--- config.mk ---
export PLATFORM = sky130hd
export DESIGN_NAME = trace_window_ctrl
export DESIGN_NICKNAME = d
export VERILOG_FILES = /design/src/rtl/tw_pkg.sv /design/src/rtl/tw_stamp.sv /design/src/rtl/tw_gate.sv /design/src/rtl/tw_record.sv /design/src/rtl/trace_window_ctrl.sv
export SDC_FILE = /design/constraint.sdc
export NUM_CORES = 1
export LEC_CHECK = 0
export ABC_AREA = 1
export BUFFER_PORTS_ARGS = -buffer_cell sky130_fd_sc_hd__buf_4
export CELL_PAD_IN_SITES_DETAIL_PLACEMENT = 0
export CELL_PAD_IN_SITES_GLOBAL_PLACEMENT = 1
export CORE_ASPECT_RATIO = 2
export CORE_MARGIN = 4
export CORE_UTILIZATION = 30
export DETAILED_ROUTE_END_ITERATION = 10
export PLACE_DENSITY_LB_ADDON = 0.1
export SKIP_CTS_REPAIR_TIMING = 1
export SYNTH_ARGS = -nofsm -noshare
export SYNTH_HDL_FRONTEND = slang
export SYNTH_SLANG_ARGS = --single-unit
--- constraint.sdc ---
create_clock -name clk -period 3.51 [get_ports clk]
set_input_delay 0.702 -clock clk [delete_from_list [all_inputs] [get_ports clk]]
set_output_delay 0.702 -clock clk [all_outputs]
set_load 0.1 [all_outputs]
--- src/rtl/tw_pkg.sv ---
`timescale 1ns/1ps
package tw_pkg;
  typedef enum logic [1:0] {
    KIND_DATA   = 2'd0,
    KIND_FETCH  = 2'd1,
    KIND_BRANCH = 2'd2,
    KIND_NONE   = 2'd3
  } ev_kind_e;

  typedef enum logic [1:0] {
    MODE_WINDOW = 2'd0,
    MODE_HALT   = 2'd1,
    MODE_COND   = 2'd2,
    MODE_OFF    = 2'd3
  } trc_mode_e;
endpackage

--- src/rtl/tw_stamp.sv ---
`timescale 1ns/1ps
module tw_stamp #(
  parameter int TS_W = 48
) (
  input  logic            clk,
  input  logic            rst_n,
  output logic [TS_W-1:0] cnt_o
);
  localparam logic [TS_W-1:0] STEP = TS_W'(1);

  logic [TS_W-1:0] cnt_q, cnt_d;

  always_comb cnt_d = cnt_q + STEP;  // wraps silently

  always_ff @(posedge clk or negedge rst_n) begin
    if (!rst_n) cnt_q <= '0;
    else        cnt_q <= cnt_d;
  end

  assign cnt_o = cnt_q;
endmodule

--- src/rtl/tw_gate.sv ---
`timescale 1ns/1ps
module tw_gate
  import tw_pkg::*;
(
  input  logic       clk,
  input  logic       rst_n,
  input  logic [1:0] mode_i,
  input  logic       filt_en_i,
  input  logic       por_close_i,
  input  logic       start_hit_i,
  input  logic       end_hit_i,
  input  logic       halt_hit_i,
  input  logic       por_evt_i,
  input  logic       rearm_i,
  input  logic       evt_i,
  input  logic [1:0] kind_i,
  input  logic       acq_hit_i,
  output logic       take_o,
  output logic       flush_o,
  output logic       halted_o
);
  trc_mode_e mode;
  logic win_q, win_d, halted_q, halted_d;
  logic por_kill, win_eff, halt_set, policy_ok;

  always_comb begin
    mode     = trc_mode_e'(mode_i);
    por_kill = por_close_i & por_evt_i;
    win_eff  = (win_q | start_hit_i) & ~por_kill;
    halt_set = (mode == MODE_HALT) & halt_hit_i & ~halted_q;

    win_d    = rearm_i ? 1'b0 : ((win_q | start_hit_i) & ~end_hit_i & ~por_kill);
    halted_d = rearm_i ? 1'b0 : (halted_q | halt_set);

    unique case (mode)
      MODE_WINDOW: policy_ok = win_eff & (~filt_en_i | acq_hit_i);
      MODE_HALT:   policy_ok = 1'b1;
      MODE_COND:   policy_ok = acq_hit_i & (ev_kind_e'(kind_i) == KIND_DATA);
      default:     policy_ok = 1'b0;
    endcase

    flush_o = rearm_i | halted_q | halt_set;
    take_o  = evt_i & policy_ok & ~flush_o;
  end

  always_ff @(posedge clk or negedge rst_n) begin
    if (!rst_n) begin
      win_q    <= 1'b0;
      halted_q <= 1'b0;
    end else begin
      win_q    <= win_d;
      halted_q <= halted_d;
    end
  end

  assign halted_o = halted_q;
endmodule

--- src/rtl/tw_record.sv ---
`timescale 1ns/1ps
module tw_record
  import tw_pkg::*;
#(
  parameter int AW   = 32,
  parameter int DW   = 32,
  parameter int TS_W = 48
) (
  input  logic            clk,
  input  logic            rst_n,
  input  logic [TS_W-1:0] now_i,
  input  logic            evt_i,
  input  logic [1:0]      kind_i,
  input  logic [AW-1:0]   addr_i,
  input  logic [DW-1:0]   data_i,
  input  logic            take_i,
  input  logic            flush_i,
  output logic            we_o,
  output logic [1:0]      kind_o,
  output logic [AW-1:0]   addr_o,
  output logic [DW-1:0]   data_o,
  output logic [TS_W-1:0] ts_o
);
  // branch awaiting its stamp
  logic            pv_q, pv_d;
  logic [AW-1:0]   pa_q, pa_d;
  logic [DW-1:0]   pd_q, pd_d;
  // stamped record waiting one cycle behind a released branch
  logic            hv_q, hv_d;
  logic [1:0]      hk_q, hk_d;
  logic [AW-1:0]   ha_q, ha_d;
  logic [DW-1:0]   hd_q, hd_d;
  logic [TS_W-1:0] ht_q, ht_d;
  // output register
  logic            we_q, we_d;
  logic [1:0]      ok_q, ok_d;
  logic [AW-1:0]   oa_q, oa_d;
  logic [DW-1:0]   od_q, od_d;
  logic [TS_W-1:0] ot_q, ot_d;

  logic is_br;

  always_comb begin
    is_br = (ev_kind_e'(kind_i) == KIND_BRANCH);
    pv_d = pv_q; pa_d = pa_q; pd_d = pd_q;
    hv_d = hv_q; hk_d = hk_q; ha_d = ha_q; hd_d = hd_q; ht_d = ht_q;
    we_d = 1'b0; ok_d = ok_q; oa_d = oa_q; od_d = od_q; ot_d = ot_q;

    if (flush_i) begin
      pv_d = 1'b0;
      hv_d = 1'b0;
    end else if (evt_i && pv_q) begin
      we_d = 1'b1; ok_d = KIND_BRANCH; oa_d = pa_q; od_d = pd_q; ot_d = now_i;
      pv_d = 1'b0;
      if (take_i) begin
        if (is_br) begin
          pv_d = 1'b1; pa_d = addr_i; pd_d = data_i;
        end else begin
          hv_d = 1'b1; hk_d = kind_i; ha_d = addr_i; hd_d = data_i; ht_d = now_i;
        end
      end
    end else if (hv_q) begin
      we_d = 1'b1; ok_d = hk_q; oa_d = ha_q; od_d = hd_q; ot_d = ht_q;
      hv_d = 1'b0;
    end else if (take_i) begin
      if (is_br) begin
        pv_d = 1'b1; pa_d = addr_i; pd_d = data_i;
      end else begin
        we_d = 1'b1; ok_d = kind_i; oa_d = addr_i; od_d = data_i; ot_d = now_i;
      end
    end
  end

  always_ff @(posedge clk or negedge rst_n) begin
    if (!rst_n) begin
      pv_q <= 1'b0; pa_q <= '0; pd_q <= '0;
      hv_q <= 1'b0; hk_q <= '0; ha_q <= '0; hd_q <= '0; ht_q <= '0;
      we_q <= 1'b0; ok_q <= '0; oa_q <= '0; od_q <= '0; ot_q <= '0;
    end else begin
      pv_q <= pv_d; pa_q <= pa_d; pd_q <= pd_d;
      hv_q <= hv_d; hk_q <= hk_d; ha_q <= ha_d; hd_q <= hd_d; ht_q <= ht_d;
      we_q <= we_d; ok_q <= ok_d; oa_q <= oa_d; od_q <= od_d; ot_q <= ot_d;
    end
  end

  assign we_o   = we_q;
  assign kind_o = ok_q;
  assign addr_o = oa_q;
  assign data_o = od_q;
  assign ts_o   = ot_q;
endmodule

--- src/rtl/trace_window_ctrl.sv ---
`timescale 1ns/1ps
module trace_window_ctrl
  import tw_pkg::*;
#(
  parameter int AW   = 32,
  parameter int DW   = 32,
  parameter int TS_W = 48
) (
  input  logic            clk,
  input  logic            rst_n,
  input  logic [1:0]      mode_i,
  input  logic            filt_en_i,
  input  logic            por_close_i,
  input  logic            start_hit_i,
  input  logic            end_hit_i,
  input  logic            halt_hit_i,
  input  logic            por_evt_i,
  input  logic            rearm_i,
  input  logic            ev_valid_i,
  input  logic [1:0]      ev_kind_i,
  input  logic [AW-1:0]   ev_addr_i,
  input  logic [DW-1:0]   ev_data_i,
  input  logic            acq_hit_i,
  output logic            rec_we_o,
  output logic [1:0]      rec_kind_o,
  output logic [AW-1:0]   rec_addr_o,
  output logic [DW-1:0]   rec_data_o,
  output logic [TS_W-1:0] rec_ts_o,
  output logic            halted_o
);
  logic [TS_W-1:0] ts_now;
  logic evt, take, flush;

  // an idle-kind slot does not complete a bus cycle
  assign evt = ev_valid_i & (ev_kind_e'(ev_kind_i) != KIND_NONE);

  tw_stamp #(.TS_W(TS_W)) u_stamp (
    .clk(clk), .rst_n(rst_n), .cnt_o(ts_now)
  );

  tw_gate u_gate (
    .clk(clk), .rst_n(rst_n), .mode_i(mode_i), .filt_en_i(filt_en_i),
    .por_close_i(por_close_i), .start_hit_i(start_hit_i), .end_hit_i(end_hit_i),
    .halt_hit_i(halt_hit_i), .por_evt_i(por_evt_i), .rearm_i(rearm_i),
    .evt_i(evt), .kind_i(ev_kind_i), .acq_hit_i(acq_hit_i),
    .take_o(take), .flush_o(flush), .halted_o(halted_o)
  );

  tw_record #(.AW(AW), .DW(DW), .TS_W(TS_W)) u_rec (
    .clk(clk), .rst_n(rst_n), .now_i(ts_now), .evt_i(evt), .kind_i(ev_kind_i),
    .addr_i(ev_addr_i), .data_i(ev_data_i), .take_i(take), .flush_i(flush),
    .we_o(rec_we_o), .kind_o(rec_kind_o), .addr_o(rec_addr_o),
    .data_o(rec_data_o), .ts_o(rec_ts_o)
  );
endmodule

== Yosys cells after proc, flatten, opt, wreduce, memory -nomap -nowiden ==
Cells that the tools add are included.
W data, S select, Z words.
Storage, ports and cells
  register bits: 345
  output and inout bits: 116
  logic and storage cells: 102
Operators by class
  add/subtract/negate cells: 1
  equality and inequality tests: 9
  muxes and demuxes: 43
  bitwise gates (word level): 22
  reductions and logical operators: 11
Operator list (number)
  $mux W32: 16
  $mux W48: 4
  $add A48 B1 Y48 const B: 1
  $mux W1: 18
  $and A1 B1 Y1: 11
  $ne A3 B3 Y1 const B: 3
  $reduce_bool A3 Y1: 3
  $mux W2: 4
  $not A1 Y1: 6
  $reduce_and A3 Y1: 2
  $or A1 B1 Y1: 5
  $eq A2 B2 Y1 const B: 2
  $logic_not A2 Y1: 2
  $ne A2 B2 Y1 const B: 2
  $reduce_and A2 Y1: 2
  $reduce_and A4 Y1: 1
  $ne A3 B2 Y1 const B: 1
  $pmux W1 S3: 1
  $eq A2 B1 Y1 const B: 1
  $logic_and A1 B1 Y1: 1

== Longest topological paths before layout ==
Gate-level depths: netlist of the first run.
  depth in word-level cells: 11
  gate-level depth with buffers: 11
  mapped depth without buffers: 11

== By module ==
A second synthesis of the first run with hierarchy kept.
Unflattened totals
  cell total of the unflattened synthesis: 2243
  area, all modules: 16585.9 um^2
By module, submodules not included
  tw_record: instances 1, cells an instance 1850, area an instance 13643.1 um^2, seq. area each 7382.1 um^2
  tw_stamp: instances 1, cells an instance 366, area an instance 2762.6 um^2, seq. area each 1201.2 um^2
  tw_gate: instances 1, cells an instance 25, area an instance 167.7 um^2, seq. area each 50.0 um^2
  trace_window_ctrl: instances 1, cells an instance 2, area an instance 12.5 um^2, seq. area each 0.0 um^2

== Worst setup path after synthesis of the first run ==
OpenSTA, ideal clock, no wires.
  kind: reg2reg
  start: register u_gate.halted_q, in the netlist u_gate.halted_o
  end: register u_rec.pa_q[1]
  arrival: 1.846 ns
  data required time: 3.378 ns
  slack: 1.531 ns
  cell stages (with the launch flop): 8
  path through: dfrtp_1 inv_1 nand3b_1 inv_2 nand4_1 buf_2 clkbuf_1 o21ai_0
Between the ends
  word-level cells in the longest chain between the ends: 8
RTL lines
  from (decl): line tw_gate.sv:23  | logic win_q, win_d, halted_q, halted_d;
  from (signal assigned): line tw_gate.sv:52  | halted_q <= halted_d;
  $not A1 Y1: line tw_gate.sv:30  | halt_set = (mode == MODE_HALT) & halt_hit_i & ~halted_q;
  $and A1 B1 Y1: line tw_gate.sv:30
  $or A1 B1 Y1 *: line tw_gate.sv:42  | flush_o = rearm_i | halted_q | halt_set;
  $not A1 Y1 (no source line) *
  $and A1 B1 Y1: line tw_gate.sv:43  | take_o = evt_i & policy_ok & ~flush_o;
  $mux W32 (3 in series)
  to (signal assigned): line tw_record.sv:80  | pv_q <= pv_d; pa_q <= pa_d; pd_q <= pd_d;
  to (decl): line tw_record.sv:26  | logic [AW-1:0] pa_q, pa_d;
Mark *: on every way between the ends. The rest lies on a longest branch, timed or not. The select of a mux whose other input is x is not followed.
A chain may end at the register's enable or synchronous reset.

== Worst setup path in the final report of the first run ==
  start: input ev_kind_i[1]
  end: register u_rec.hd_q[27]
Between the ends
  word-level cells in the longest chain between the ends: 6
RTL lines
  from (decl): line trace_window_ctrl.sv:20  | input logic [1:0] ev_kind_i,
  $logic_not A2 Y1: line tw_gate.sv:38  | MODE_COND: policy_ok = acq_hit_i & (ev_kind_e'(kind_i) == KIND_DATA);
  $and A1 B1 Y1: line tw_gate.sv:38
  $pmux W1 S3: line tw_gate.sv:35  | unique case (mode)
  $and A1 B1 Y1 (2 in series): line tw_gate.sv:43
  $reduce_and A4 Y1 (no source line) *
  to (signal assigned): line tw_record.sv:77  | hv_q <= 1'b0; hk_q <= '0; ha_q <= '0; hd_q <= '0; ht_q <= '0;
  to (signal assigned): line tw_record.sv:81  | hv_q <= hv_d; hk_q <= hk_d; ha_q <= ha_d; hd_q <= hd_d; ht_q <= ht_d;
  to (decl): line tw_record.sv:32  | logic [DW-1:0] hd_q, hd_d;
Mark *: on every way between the ends. The rest lies on a longest branch, timed or not.

==> results of run 1 <==
-- report_power, final --
group,internal [mW],leakage (nW),switching [mW]
combinational,0.578,4.44,2.32
clock,2.21,0.569,1.65
sequential,4.39,4.60,0.243
-- cell families after synthesis --
kind of cell | share of synthesized area (%)
compound gates | 11.25
xor+xnor | 2.199
fa+ha+maj | 0.07851
buf+inv | 7.412
flops | 54.18
simple gates | 24.88
-- state kept, by name (all words and copies together), names as in the netlist, 2 cells and up --
register,cells
u_rec.addr_o,32
u_rec.data_o,32
u_rec.ha_q,32
u_rec.hd_q,32
u_rec.hk_q,2
u_rec.ht_q,48
u_rec.kind_o,2
u_rec.pa_q,32
u_rec.pd_q,32
u_rec.ts_o,48
u_stamp.cnt_o,48
-- stage by stage --
| stage | setup slack (ps) | utilization (%) | power [mW] |
|---|---|---|---|
| finish | 1284 | 36.28 | 11.39 |
| global route | 1059 | 36.28 | 11.92 |
| CTS | 1253 | 36.28 | 11.62 |
| detailed placement | 695.3 | 34.08 | 7.647 |
| global placement | 721.6 | 34.08 | 7.626 |
| floorplan | 1531 | - | 6.829 |
-- placed cells by master, fill, tap and decap left out, types with 7 or more instances in the layout --
master     Yosys  final
dfrtp_1      345    344
xor2_1        39     39
inv_1        140    139
nand2_1      676    676
nand3_1      135    135
buf_4         13    203
clkbuf_16      0     37
clkbuf_1      36      8
o21ai_0      102    102
o21ai_1       66     66
nor2_1       118    118
nand4_1       11     11
clkinv_2       0      7
o21ai_2       59     59
nor3_1        24     24
a31oi_1       64     64
buf_12         0     11
-- cells in the mapped netlist, types with 2 or more instances --
cell type | instances | area [µm²]
a21oi_1 | 4 | 20.02
a31oi_1 | 64 | 400.4
buf_1 | 10 | 37.54
buf_2 | 38 | 190.2
buf_4 | 13 | 97.59
buf_6 | 16 | 180.2
clkbuf_1 | 36 | 135.1
dfrtp_1 | 345 | 8633
inv_1 | 140 | 525.5
inv_2 | 4 | 15.01
nand2_1 | 676 | 2537
nand2_2 | 3 | 18.77
nand3_1 | 135 | 675.7
nand3_2 | 2 | 20.02
nand3b_1 | 2 | 15.01
nand4_1 | 11 | 68.82
nor2_1 | 118 | 442.9
nor3_1 | 24 | 120.1
o21ai_0 | 102 | 510.5
o21ai_1 | 66 | 330.3
o21ai_2 | 59 | 516.8
xor2_1 | 39 | 341.6
-- worst reg2reg max path, delay by kind of cell, from the launching register on --
| kind | cells | cell delay (ps) |
|---|---|---|
| buf+inv | 3 | 1080 |
| simple gates | 4 | 540 |
| flops | 1 | 420 |
| compound gates | 1 | 70 |
-- cell type report --
cell class,count,share of cell area [%]
Tap cell,665,4.363
Multi-Input combinational cell,1315,32.16
Sequential cell,345,45.28
Antenna cell,1,0.01312
Clock inverter,12,0.6233
Clock buffer,51,5.446
Inverter,144,2.887
Timing Repair Buffer,215,9.225
-- layer usage --
metal / up-vias / wire length [µm]
li1: 6417 / -
met1: 6181 / 20160
met2: 277 / 26200
met3: 66 / 2174
met4: 0 / 1433
met5: - / 0
-- how the worst min path moves through the flow --
stage / from / end / slack (ps) / depth (start not counted)
2_1_floorplan: rst_n / u_gate.halted_o / 410 / 0
3_3_place_gp: u_stamp.cnt_o[47] / u_stamp.cnt_o[47] / 450 / 2
3_5_place_dp: u_stamp.cnt_o[47] / u_stamp.cnt_o[47] / 460 / 2
4_1_cts: rst_n / u_rec.data_o[27] / 170 / 1
5_1_grt: rst_n / u_rec.data_o[27] / 200 / 1
6_report: rst_n / u_rec.data_o[27] / 140 / 1
==> impl_metrics.tcl, run 1 <==
set metrics [dict create \
    status "completed" \
    drt_wl_total_mm 49.97 \
    yosysWarnings 0 \
    cap_violations 0 \
    gp_congestion 0.8799 \
    syn-cell-area_mm2 0.01594 \
    slowest_stage "inv_8" \
    path_cells "buf_4 > nand2_1 > and2_4 > nand2_4 > nor2_1 > inv_2 > nor2_4 > inv_8 > buf_12 > nand2_1 > o21ai_2" \
    synth_async_sr_flop_share_pct 100.0 \
    power.leakage_nw 9.614 \
    hold_class "primary input to asynchronous set/reset pin" \
    period_minus_slack_ps 2226 \
    vias 12940 \
    power_density_mw_per_mm2 597.5 \
    holdWs_ps 139.0 \
    finalSetupTns_ps 0 \
    cp-endpoint "u_rec.hd_q[27]" \
    grt_max_degree 127 \
    seq_area_frac_synth_pct 54.18 \
    stdcell_count 2748 \
    worstPathArrival_ps 2670 \
    synth_cell_types 32 \
    r2r_cells 8 \
    drt-initial-drc-count 761 \
    peakVddDrop_mv 0.5206 \
    cp-start-kind "primary input" \
    ant_nets 0 \
    use_met1_pct 21.27 \
    grt_remaining_overflow 0 \
    coreArea_mm2 0.05256 \
    place_area_mm2 0.01791 \
    post_drt_wl_per_cell_um 18.18 \
    maxSlewHeadroom_pct 42.64 \
    syn_inst 1917 \
    rows 119 \
    path_common_cell "nand2_1" \
    finalCritPeriodShare_pct 63.42 \
    slowest_delay_ps 590 \
    numCtsBuffers 36 \
    post-dp-hpwl_mm 33.81 \
    cts.sinks 345 \
    drive_above_1_share_pct 16.57 \
    synth-edff-count 0 \
    final-setup-viol-count 0 \
    final-hold-violation-count 0 \
    grt_pass1_wl_mm 78.49 \
    synthesis.nets 1997 \
    clock_latency_ps 520 \
    root_buffer "clkbuf_16" \
    vias_per_cell 4.709 \
    finalNetCount 2137 \
    avgSynthCellArea_um2 8.313 \
    port_buffers 194 \
    area_growth_pct 19.67 \
    cts_tree "built" \
    rrSetupSlack_ps 1330 \
    htreeDepth 2 \
    required_ps 3960 \
    numPlacedInstances 2684 \
    use_met3_pct 2.436 \
    cp_num_cells 11 \
    rsz0062_at_grt "no" \
    critical_path_class "primary input to register" \
    tightest_slew_ps 860.5 \
    grt_usage_pct 17.50 \
    busiest_layer "met2" \
    crit_path_end_kind "register" \
    antenna_found_initial 1 \
    reg2reg_from "u_rec.pv_q" \
    multi_input_area_mm2 0.006133 \
    io_pins 195 \
    route.detailed.drc 0 \
    dieArea_mm2 0.05709 \
    synth_flop_cell "dfrtp_1" \
    drv_slew 0 \
    clk_path_buf_depth 3 \
    finClkSkew_ps 9.960 \
    grt_pass1_vias 13140 \
    critical_path.max_fanout 126 \
    cp_top_family "buffers and inverters" \
    yosys_register_bits 345 \
    fin_area_mm2 0.01907 \
    register_area_mm2 0.008635 \
    num-fill-cells 5502 \
    first_pass_iters 5 \
    critPathLaunch "ev_kind_i[1]" \
    clk_pin_slew_ps 60 \
    die_w_um 171.0 \
    initial_core_util_pct 30.32 \
    path_buf_inv 4 \
    fmax_ghz 0.4492 \
    globalRouteMet2Util_pct 31.79 \
    die_h_um 333.9 \
    r2r-end "u_rec.hd_q[27]" \
]
No activity file was read; power rests on OpenSTA's default activity.
==> run 2, diff against run 1 <==
ABC_AREA = 0   (was 1)
clock period = 2.13 ns   (was 3.51 ns; I/O delays follow)
==> run 2 against run 1 <==
Compared with the run above: final area rose by 1.9%; clock power grew 66%; via count fell by 19%; power increased by 96%; global-route usage down 2.1 points; largest power group unchanged; wire length decreased by 13%; synthesized area down 3.5%.
==> impl_metrics.tcl, run 2 <==
set metrics [dict create \
    fin_util_pct 38.25 \
    grt_max_degree 83 \
    htreeDepth 2 \
    die_w_um 168.1 \
    cts.sinks 345 \
    die_h_um 328.2 \
    cap_violations 0 \
    synth_commonest_cells "345 x dfrtp_1, 161 x a21oi_1, 128 x o21ai_0" \
    maxSlewHeadroom_pct 63.00 \
    post-dp-hpwl_mm 27.87 \
    period_minus_slack_ps 2042 \
    layout_commonest_cell "dfrtp_1" \
    synth.most_common_cell "dfrtp_1" \
    power_density_mw_per_mm2 1152 \
    layout_common_cells "339 x dfrtp_1, 256 x buf_4, 161 x a21oi_1, 128 x o21ai_0, 119 x mux2_2" \
    final-hold-violation-count 0 \
    finClkSkew_ps 12.11 \
    muxShareOfSynthArea_pct 21.83 \
    drive_above_1_share_pct 36.38 \
    synthAdderAreaFrac_pct 0.08138 \
    power.leakage_nw 9.205 \
    first_pass_iters 6 \
    place_ws_ps -234.1 \
    post_drt_wl_per_cell_um 20.08 \
    syn_inst 1251 \
    area_growth_pct 26.37 \
    antenna_found_initial 4 \
    r2r_cells 9 \
    finalWorstSetupSlack_ps 88.48 \
    path_common_cell "buf_4" \
    holdPathStages 2 \
    ant_nets 0 \
    synth_compound_area_share_pct 9.888 \
    clk_pin_slew_ps 60 \
    clock_latency_ps 520 \
    cp_top_family "buffers and inverters" \
    synth_cell_types 46 \
    yosys_register_bits 345 \
    slowest_stage "dfrtp_1" \
    grt_pass1_vias 11180 \
    path_buf_inv 4 \
    initial_core_util_pct 30.27 \
    yosys.area.top_type_share_pct 56.15 \
    port_buffers 194 \
    rsz0062_at_grt "yes" \
    finalCritPeriodShare_pct 95.85 \
    coreArea_mm2 0.05080 \
    yosys-top-cells-area "dfrtp_1 56%, mux2_2 8.7%, mux2i_1 7.4%" \
    grt_pass1_wl_mm 67.16 \
    tightest_slew_ps 555.0 \
    synthesis.nets 1331 \
    numPlacedInstances 2092 \
    synth-edff-count 0 \
    cp-start-kind "register" \
    fmax_ghz 0.4898 \
    finalNetCount 1568 \
    root_buffer "clkbuf_16" \
    synth_flop_cell "dfrtp_1" \
    numCtsBuffers 36 \
    avgSynthCellArea_um2 12.29 \
    seq_area_frac_synth_pct 56.15 \
    drv_slew 0 \
    cp_num_cells 9 \
    stdcell_count 2167 \
    clk_path_buf_depth 3 \
    status "completed" \
    syn-cell-area_mm2 0.01537 \
    synthXorXnorAreaFrac_pct 2.620 \
    drt_wl_total_mm 43.52 \
    grt_remaining_overflow 0 \
    yosysWarnings 0 \
    synth_top_area_cell "dfrtp_1" \
    critical_path_class "register to register" \
    synth_simple_gate_area_share_pct 5.981 \
    slowest_delay_ps 370 \
    required_ps 2540 \
    vias 10450 \
    synth_top_family_by_area "multiplexers" \
    finalSetupTns_ps 0 \
    path_cells "o2bb2ai_2 > o21ai_1 > buf_4 > and3_4 > buf_4 > nand4b_1 > buf_4 > clkbuf_16 > mux2_2" \
    worstPathArrival_ps 2450 \
    peakVddDrop_mv 0.8181 \
    hold_class "primary input to register" \
    grt_usage_pct 15.36 \
    synth_async_sr_flop_share_pct 100.0 \
    route.detailed.drc 0 \
    num-fill-cells 5011 \
    crit_path_end_kind "register" \
    dieArea_mm2 0.05515 \
    io_pins 195 \
    cts_tree "built" \
    gp_congestion 0.7261 \
    rows 117 \
    vias_per_cell 4.824 \
    holdWs_ps 59.06 \
    drt-initial-drc-count 374 \
    critical_path.max_fanout 16 \
    final-setup-viol-count 0 \
]
## run 2: power breakdown
part           switching (mW)  internal (mW)  total (mW)
Combinational            6.16           1.63        7.79
Clock                    2.72           3.71        6.42
Sequential              0.587           7.58        8.17
Total                    9.46           12.9        22.4
## run 2: final timing paths
check	slack, ps	start	end
min in group asynchronous	410	rst_n	u_rec.ha_q[25]
worst max register to register	90	u_gate.win_q	u_rec.pd_q[28]
worst max-delay path	90	u_gate.win_q	u_rec.pd_q[28]
worst min register to register	500	u_stamp.cnt_o[47]	u_stamp.cnt_o[47]
worst min-delay path	60	end_hit_i	u_gate.win_q
max in group asynchronous	940	rst_n	u_rec.hd_q[18]
## run 2: metal layers
metal	GRT usage, %	wire length [µm]
met3	2.854	1983
met4	3.549	692
met2	28.61	23400
met1	18.14	17390
met5	0	47
## run 2: kinds of logic (layout without fill, tap and decap cells)
group           Yosys count  count (layout)
xor+xnor                 46              46
fa+ha+maj                 1               1
mux                     291             291
flops                   345             345
other cells               0               1
simple gates            179             179
buf+inv                  92             353
compound gates          297             297
## run 2: area by class of cell
class	instances	area, µm²	share of cell area, %
clock inverters	12	88.84	0.4572
flip-flops and latches	345	8643	44.49
multi-input cells	814	6269	32.26
diodes	1	2.502	0.01288
inverters	4	15.01	0.07728
well taps	654	818.3	4.212
clock buffers	50	1095	5.635
repair buffers	287	2497	12.85
## run 2: through the flow
step                      power [mW]  cell area [µm²]
final                          22.38            19430
after global routing           23.36            19430
after CTS                      22.77            19250
after detailed placement       16.17            18070
after global placement         16.10            18070
after floorplan                14.09            15380
==> run 3, diff against run 2 <==
clock period = 2.4 ns   (was 2.13 ns; I/O delays follow)
==> run 3 against run 2 <==
Compared with the run above: global-route usage decreased by 0.064 points; power down 12%; first-iteration DRC count is 36% higher; sequential share of layout area grew 1.2 points; wire length is 2.7% lower; final cell count shrank 2.1%; sequential cell count unchanged; register-to-register slack gained 170 ps; critical path type unchanged.
==> impl_metrics.tcl, run 3 (synthesis results as in run 2) <==
set metrics [dict create \
    numCtsBuffers 35 \
    cts_tree "built" \
    drv_slew 0 \
    place_ws_ps -57.44 \
    cap_violations 0 \
    antenna_found_initial 1 \
    p_clk_share_pct 28.0 \
    swShare_pct 42.28 \
    dieArea_mm2 0.05515 \
    finClkSkew_ps 10.49 \
    finalWorstSetupSlack_ps 259.0 \
    slowest_stage "buf_4" \
    grt_usage_pct 15.29 \
    die_h_um 328.2 \
    intPower_mw 11.34 \
    r2r_cells 7 \
    power.leakage_nw 8.878 \
    post-dp-hpwl_mm 27.92 \
    drt-initial-drc-count 507 \
    fin_util_pct 37.21 \
    clk_path_buf_depth 3 \
    finalCritPeriodShare_pct 89.21 \
    finalNetCount 1522 \
    cts.sinks 345 \
    grt_pass1_vias 11020 \
    critical_path_class "register to register" \
    htreeDepth 2 \
    register_area_mm2 0.008637 \
    cp-start-kind "register" \
    layout_common_cells "344 x dfrtp_1, 222 x buf_4, 161 x a21oi_1, 128 x o21ai_0, 119 x mux2_2" \
    critPathLaunch "u_gate.win_q" \
    tightest_slew_ps 509.2 \
    required_ps 2800 \
    cp-endpoint "u_rec.pd_q[18]" \
    path_common_cell "buf_4" \
    multi_input_area_mm2 0.006248 \
    io_pins 195 \
    drive_above_1_share_pct 33.29 \
    grt_max_degree 83 \
    die_w_um 168.1 \
    root_buffer "clkbuf_16" \
    rrSetupSlack_ps 260 \
    slowest_delay_ps 380 \
    clk_pin_slew_ps 60 \
    route.detailed.drc 0 \
    coreArea_mm2 0.05080 \
    peakVddDrop_mv 0.7207 \
    ant_nets 0 \
    grt_remaining_overflow 0 \
    hold_class "primary input to register" \
    rsz0062_at_grt "no" \
    layout_commonest_cell "dfrtp_1" \
    maxSlewHeadroom_pct 66.05 \
    first_pass_iters 6 \
    area_growth_pct 22.94 \
    path_cells "o2bb2ai_1 > o21ai_1 > and3_4 > buf_4 > nand4b_1 > buf_4 > mux2_2" \
    post_drt_wl_per_cell_um 19.97 \
    num-fill-cells 4989 \
    critical_path.max_fanout 22 \
    clock_latency_ps 520 \
    gp_congestion 0.7362 \
    period_minus_slack_ps 2141 \
    place_area_mm2 0.01776 \
    power_density_mw_per_mm2 1040 \
    grt_pass1_wl_mm 66.88 \
    comb_power_share_pct 35.1 \
    rows 117 \
    seqPwrFrac_pct 36.9 \
    drt_wl_total_mm 42.35 \
    fin_area_mm2 0.01890 \
    fmax_ghz 0.4671 \
    crit_path_end_kind "register" \
    status "completed" \
    initial_core_util_pct 30.27 \
    worstPathArrival_ps 2540 \
    port_buffers 194 \
    final-hold-violation-count 0 \
    final-setup-viol-count 0 \
    reg2reg_from "u_gate.win_q" \
    r2r-end "u_rec.pd_q[18]" \
    power_switching_mw 8.307 \
    vias 10310 \
    vias_per_cell 4.859 \
]
[run 3: cell types whose count changed in the layout (fill, tap and decap cells not counted), sizes merged]
cell / previous run / this run
buf: 283 / 241
clkinv: 10 / 5
clkbuf: 53 / 55
inv: 5 / 4
[run 3: worst min-delay path by stage]
stage	end	start	slack, ps	cells after the start
after global routing	u_gate.win_q	end_hit_i	100	2
after floorplan	u_gate.halted_o	rst_n	180	0
final	u_gate.win_q	end_hit_i	120	2
after global placement	u_rec.addr_o[23]	rst_n	430	1
after CTS	u_rec.addr_o[23]	rst_n	-150	1
after detailed placement	u_rec.addr_o[23]	rst_n	420	1
[run 3: layout make-up]
cell class	count	share of cell area (%)
sequential	345	45.69
multi-input combinational	814	33.06
timing repair buffer	242	10.86
clock buffer	55	5.679
tap	654	4.329
clock inverter	6	0.2913
inverter	4	0.07943
antenna	1	0.01324
[run 3: worst max-delay path, delay by kind of cell, from the launching register on]
kind            cells  cell delay (ps)
compound gates      2              370
buf+inv             2              510
mux                 1              380
simple gates        2              390
flops               1              360
[run 3: per-layer routing]
layer / vias up / track usage [%] / wire (µm)
met5: - / 0 / 0
met4: 0 / 3.673 / 792
met3: 45 / 3.058 / 2168
met2: 218 / 28.10 / 22420
met1: 5211 / 18.22 / 16970
li1: 4832 / - / -
[run 3: power by group through the flow]
stage / registers [mW] / clock network (mW) / logic [mW]
floorplan: 11.5 / 0 / 0.951
detailed placement: 7.37 / 0 / 6.98
CTS: 7.26 / 5.78 / 6.98
global placement: 7.36 / 0 / 6.93
global route: 7.37 / 6.00 / 7.21
finish: 7.24 / 5.51 / 6.90
[run 3: metrics by stage]
| step | setup TNS (ps) | hold slack (ps) | power (mW) | instances |
|---|---|---|---|---|
| 2_1_floorplan | 0 | 184.4 | 12.50 | 1251 |
| 3_3_place_gp | -79.06 | 425.6 | 14.29 | 2058 |
| 3_5_place_dp | -735.0 | 418.7 | 14.34 | 2058 |
| 4_1_cts | 0 | -149.8 | 20.02 | 2119 |
| 5_1_grt | 0 | 96.50 | 20.57 | 2120 |
| 6_report | 0 | 118.0 | 19.65 | 2121 |
